## config.mk

```make
export PLATFORM = sky130hd
export DESIGN_NAME = idx_ea_gen
export DESIGN_NICKNAME = d
export VERILOG_FILES = /design/src/rtl/idx_ea_pkg.sv /design/src/rtl/ea_mode_decode.sv /design/src/rtl/ea_sum.sv /design/src/rtl/idx_ea_gen.sv
export SDC_FILE = /design/constraint.sdc
export NUM_CORES = 1
export LEC_CHECK = 0
export BUFFER_PORTS_ARGS = -buffer_cell sky130_fd_sc_hd__buf_2
export CAP_MARGIN = 20
export CELL_PAD_IN_SITES_DETAIL_PLACEMENT = 1
export CELL_PAD_IN_SITES_GLOBAL_PLACEMENT = 1
export CORE_MARGIN = 4
export CORE_UTILIZATION = 46
export DETAILED_ROUTE_END_ITERATION = 10
export PLACE_DENSITY = 0.94
export SLEW_MARGIN = 20
export SYNTH_ARGS = -nofsm -noshare
export SYNTH_HDL_FRONTEND = slang
export SYNTH_SLANG_ARGS = --single-unit
```

## constraint.sdc

```tcl
create_clock -name clk -period 5.15 [get_ports clk]
set_input_delay 0 -clock clk [delete_from_list [all_inputs] [get_ports clk]]
set_output_delay 0 -clock clk [all_outputs]
set_load 0.005 [all_outputs]
```

## src/rtl/idx_ea_pkg.sv

```systemverilog
package idx_ea_pkg;
    typedef enum logic [1:0] {
        MODE_NOOFF = 2'b00,
        MODE_OFF8  = 2'b01,
        MODE_OFF16 = 2'b10,
        MODE_RSVD  = 2'b11
    } ea_mode_e;

    typedef enum logic {
        ST_IDLE  = 1'b0,
        ST_FETCH = 1'b1
    } ea_state_e;
endpackage

```

## src/rtl/ea_mode_decode.sv

```systemverilog
module ea_mode_decode
    import idx_ea_pkg::*;
#(
    parameter int CNT_W = 2,
    parameter int LEN_W = 2
) (
    input  ea_mode_e             mode,
    output logic [CNT_W-1:0]     need_bytes,
    output logic [LEN_W-1:0]     instr_len,
    output logic                 reserved
);
    always_comb begin
        need_bytes = '0;
        instr_len  = LEN_W'(1);
        reserved   = 1'b0;
        case (mode)
            MODE_NOOFF: begin
                need_bytes = '0;
                instr_len  = LEN_W'(1);
            end
            MODE_OFF8: begin
                need_bytes = CNT_W'(1);
                instr_len  = LEN_W'(2);
            end
            MODE_OFF16: begin
                need_bytes = CNT_W'(2);
                instr_len  = LEN_W'(3);
            end
            default: begin
                reserved   = 1'b1;
                instr_len  = '0;
            end
        endcase
    end
endmodule

```

## src/rtl/ea_sum.sv

```systemverilog
module ea_sum
    import idx_ea_pkg::*;
#(
    parameter int DATA_W = 8,
    parameter int ADDR_W = 16
) (
    input  ea_mode_e             mode,
    input  logic [DATA_W-1:0]    index,
    input  logic [ADDR_W-1:0]    offset,
    output logic [ADDR_W-1:0]    ea
);
    localparam int PAD_IDX = ADDR_W - DATA_W;
    localparam int PAD_S8  = ADDR_W - DATA_W - 1;

    logic [DATA_W:0]   sum8;
    logic [ADDR_W-1:0] idx_ext;

    assign idx_ext = {{PAD_IDX{1'b0}}, index};
    assign sum8    = {1'b0, index} + {1'b0, offset[DATA_W-1:0]};

    always_comb begin
        case (mode)
            MODE_NOOFF: ea = idx_ext;
            MODE_OFF8:  ea = {{PAD_S8{1'b0}}, sum8};
            MODE_OFF16: ea = offset + idx_ext;
            default:    ea = '0;
        endcase
    end
endmodule

```

## src/rtl/idx_ea_gen.sv

```systemverilog
module idx_ea_gen
    import idx_ea_pkg::*;
#(
    parameter int DATA_W = 8,
    parameter int LEN_W  = 2,
    parameter int CNT_W  = 2
) (
    input  logic                    clk,
    input  logic                    rst,
    input  logic                    start_i,
    input  logic [1:0]              mode_i,
    input  logic [DATA_W-1:0]       index_i,
    input  logic                    byte_valid_i,
    input  logic [DATA_W-1:0]       byte_i,
    output logic [2*DATA_W-1:0]     ea_o,
    output logic [LEN_W-1:0]        len_o,
    output logic                    done_o,
    output logic                    err_o
);
    localparam int ADDR_W = 2 * DATA_W;

    typedef struct packed {
        ea_state_e           state;
        ea_mode_e            mode;
        logic [DATA_W-1:0]   index;
        logic [ADDR_W-1:0]   offset;
        logic [CNT_W-1:0]    need;
        logic [CNT_W-1:0]    got;
        logic [LEN_W-1:0]    len_hold;
        logic [ADDR_W-1:0]   ea;
        logic [LEN_W-1:0]    len;
        logic                done;
        logic                err;
    } ea_regs_t;

    ea_regs_t r_q, r_d;

    logic [CNT_W-1:0]  dec_need;
    logic [LEN_W-1:0]  dec_len;
    logic              dec_rsvd;
    ea_mode_e          sum_mode;
    logic [DATA_W-1:0] sum_index;
    logic [ADDR_W-1:0] sum_offset;
    logic [ADDR_W-1:0] sum_ea;
    logic [ADDR_W-1:0] offset_shift;
    logic              fetch_w;

    assign fetch_w      = (r_q.state == ST_FETCH);
    assign offset_shift = {r_q.offset[ADDR_W-DATA_W-1:0], byte_i};

    ea_mode_decode #(.CNT_W(CNT_W), .LEN_W(LEN_W)) u_dec (
        .mode       (ea_mode_e'(mode_i)),
        .need_bytes (dec_need),
        .instr_len  (dec_len),
        .reserved   (dec_rsvd)
    );

    assign sum_mode   = fetch_w ? r_q.mode  : ea_mode_e'(mode_i);
    assign sum_index  = fetch_w ? r_q.index : index_i;
    assign sum_offset = fetch_w ? offset_shift : '0;

    ea_sum #(.DATA_W(DATA_W), .ADDR_W(ADDR_W)) u_sum (
        .mode   (sum_mode),
        .index  (sum_index),
        .offset (sum_offset),
        .ea     (sum_ea)
    );

    always_comb begin
        r_d      = r_q;
        r_d.done = 1'b0;
        r_d.err  = 1'b0;
        case (r_q.state)
            ST_IDLE: begin
                if (start_i) begin
                    r_d.mode     = ea_mode_e'(mode_i);
                    r_d.index    = index_i;
                    r_d.need     = dec_need;
                    r_d.len_hold = dec_len;
                    r_d.got      = '0;
                    r_d.offset   = '0;
                    if (dec_rsvd) begin
                        r_d.err = 1'b1;
                    end else if (dec_need == '0) begin
                        r_d.done = 1'b1;
                        r_d.ea   = sum_ea;
                        r_d.len  = dec_len;
                    end else begin
                        r_d.state = ST_FETCH;
                    end
                end
            end
            ST_FETCH: begin
                if (byte_valid_i) begin
                    r_d.offset = offset_shift;
                    r_d.got    = r_q.got + CNT_W'(1);
                    if (r_q.got + CNT_W'(1) == r_q.need) begin
                        r_d.done  = 1'b1;
                        r_d.ea    = sum_ea;
                        r_d.len   = r_q.len_hold;
                        r_d.state = ST_IDLE;
                    end
                end
            end
            default: r_d.state = ST_IDLE;
        endcase
    end

    always_ff @(posedge clk) begin
        if (rst) begin
            r_q <= '{state: ST_IDLE, mode: MODE_NOOFF, default: '0};
        end else begin
            r_q <= r_d;
        end
    end

    assign ea_o   = r_q.ea;
    assign len_o  = r_q.len;
    assign done_o = r_q.done;
    assign err_o  = r_q.err;
endmodule

```

==> results by group <==
Flow run
  • Maxcap violations: 0

Worst setup path
  • Worst EP arrival: 3.29 ns
  • CP Cell Sequence: buf_4 -> mux2_2 -> ha_1 -> inv_1 -> fa_1 -> nand2b_1 -> a21oi_1 -> o31ai_2 -> and4bb_2 -> a211o_1
  • Critical path endpoint category: flip-flop
  • Buf/Inv on CP: 2
  • Slowest CP cell: o31ai_2
  • Kind of critical path: reg2reg
  • Startpoint types: flip-flop
  • CP max FO: 36
  • CP required: 5.35 ns
  • CP top delay family: compound AO/OA/AOI/OAI gates
  • Crit path largest cell delay: 0.58 ns

Clocking
  • CTS clk-pin slew, worst paths: 0.09 ns
  • Clock Latency Late Sink: 0.30 ns
  • Num CTS Buffers: 5
  • CTS tree: yes
  • Hold-fix buffers, CTS: 16
  • CTS Buffer Depth: 2
  • H-tree level count: 2
  • # resized after CTS: 0
  • Clock sink total: 45
  • CTS Root Buffer Type: clkbuf_8
  • Post CTS Setup Buffer Count: 0

GRT
  • Initial antenna violation count: 0
  • First-pass GRT wire length: 14.4 mm
  • GRT Overall Usage: 24.1%
  • Overflow after GRT: 0
  • Largest net degree at the start of global routing: 51
  • Vias in the first global route: 2,864

Finish
  • Syn-to-layout area delta: 13.6%
  • Post-Layout Cell Count: 456
  • Ant. Diodes: 0
  • FILL cells: 759
  • Layout Nets: 418
  • Layout cells sized above 1: 18.9%
  • Final core utilization: 54.4%

Yosys
  • Synth cell count leaders: dfxtp_1, nand2_1, a21oi_1
  • Synth Instances: 347
  • Synth area leader: dfxtp_1
  • Most frequent cell after synthesis: dfxtp_1
  • Syn avg cell area: 8.27 um2
  • Distinct cells, synth: 62
  • Top_reg_cell synth: dfxtp_1
  • Post-Syn Area: 0.00287 mm2
  • Seq/Total Area, Yosys: 31.4%
  • Mapped Nets: 385
  • Synth top area share: 31.4%
  • Post-synth EDFFs: 0
  • Yosys warns: 0
  • Seq cells post-synth: 45
  • FFs w/ async S/R, synth: 0%
  • Largest cells by area after synthesis: dfxtp_1, ha_1, nand2_1

STA
  • FMAX: 324 MHz
  • Worst slew pin tran: 0.914 ns
  • Sum of negative setup slack: 0 ns
  • RSZ-0062 raised after global routing: false
  • Hold Fails Final Rpt: 0
  • Setup Skew: 0.00848 ns
  • Worst slew margin: 39.1%
  • Final WS setup: 2.06 ns
  • Final setup vio count: 0
  • Max-slew violation count: 0
  • Final Cycle Share: 59.9%
  • Final critical-path required period: 3.09 ns

Drt
  • Avg Vias per Cell: 5.98
  • Post-Route WL: 8.65 mm
  • Antenna Nets Post-Route: 0
  • Drt drc: 0
  • Vias after detailed routing: 2,725
  • Initial DRC count: 155
  • Detailed Routing Iterations Pass 1: 4
  • Per-cell routed wire length: 19.0 um

Floorplanning
  • I/O pin total: 42
  • Initial core utilization: 47.9%
  • Row count: 28
  • Die ar.: 0.00757 mm2
  • Core box area: 0.00599 mm2
  • Die H: 87.0 um
  • Die Wd: 87.0 um

Placed design
  • RePlAce Congestion: 0.873
  • PortBufs: 41
  • Inst Count DP: 432
  • Pre-CTS WS: 2.15 ns
  • DP Wirelength: 6.07 mm

Power and ir drop
  • Peak supply drop: 0.128 mV
  • Pleak: 1.36 nW
  • Power Density: 265 mW/mm2

Hold path
  • Class of the worst hold path: in2reg

Outcome
  • Status: complete, no violations
==> layer usage <==
layer	track usage (%)	vias to the layer above	routed length (um)
met5	0	-	0
li1	-	1290	-
met4	6.94	0	120
met1	29.2	1353	3590
met2	43.3	70	4520
met3	3.88	12	417
==> worst reg2reg max path, cell delays in order (launching register included) <==
cell,delay [ns]
dfxtp_1,0.33
buf_4,0.34
mux2_2,0.40
ha_1,0.25
inv_1,0.08
fa_1,0.20
nand2b_1,0.15
a21oi_1,0.13
o31ai_2,0.58
and4bb_2,0.31
a211o_1,0.22
==> power breakdown <==
part / internal (W) / switching [W] / leakage [nW]
combinational: 0.0000802 / 0.000125 / 0.935
clock: 0.000158 / 0.000126 / 0.0585
sequential: 0.000363 / 0.0000107 / 0.366
==> kinds of logic after synthesis <==
| kind of cell | after synthesis | synth area share [%] |
|---|---|---|
| adder cells (fa/ha/maj) | 16 | 7.24 |
| flip-flops | 45 | 31.4 |
| AO/OA/AOI/OAI | 86 | 21.2 |
| XOR/XNOR | 8 | 2.44 |
| buffers and inverters | 44 | 8.50 |
| multiplexers | 13 | 5.19 |
| AND/OR/NAND/NOR | 135 | 24.1 |
==> state kept, by name (all words and copies together), names as in the netlist <==
name	count
err_o	1
offset_shift	8
fetch_w	1
r_q	16
len_o	2
ea_o	16
done_o	1
==> per-stage QoR <==
step / total power, W / hold slack [ns] / instance area [um2]
2_1_floorplan: 0.000519 / 0.136 / 2870
3_3_place_gp: 0.000559 / 0.256 / 2980
3_5_place_dp: 0.000569 / 0.268 / 2980
4_1_cts: 0.000861 / 0.0293 / 3260
5_1_grt: 0.000902 / 0.0335 / 3260
6_report: 0.000863 / 0.0286 / 3260
==> final cells by class <==
| type | instances | area [um2] | share of cell area, % |
|---|---|---|---|
| Inverter | 11 | 41.3 | 1.27 |
| Multi-Input combinational cell | 258 | 1730 | 53.0 |
| Clock buffer | 7 | 86.3 | 2.65 |
| Clock inverter | 1 | 30.0 | 0.921 |
| Sequential cell | 45 | 901 | 27.6 |
| Timing Repair Buffer | 59 | 380 | 11.7 |
| Tap cell | 75 | 93.8 | 2.88 |
==> path summary, 6_finish.rpt <==
check / end / slack (ns) / from / cells past startpoint
max: ea_o[12]$_SDFFE_PP0P_ / 2.06 / fetch_w$_SDFF_PP0_ / 10
min: r_q[50]$_SDFFE_PP0P_ / 0.03 / mode_i[0] / 3
max reg2reg: ea_o[12]$_SDFFE_PP0P_ / 2.06 / fetch_w$_SDFF_PP0_ / 10
min reg2reg: r_q[44]$_SDFFE_PP0P_ / 0.46 / r_q[44]$_SDFFE_PP0P_ / 2
==> layout by cell type, fill, tap and decap left out, types with 8 or more instances in the layout <==
master,n
nor2_1,28
and2_1,9
buf_2,41
mux2_2,8
inv_1,11
a22oi_1,13
a21oi_1,30
nor3_1,9
dlygate4sd3_1,16
dfxtp_1,45
ha_1,15
nand2_1,44
(Power assumes the default switching activity.)
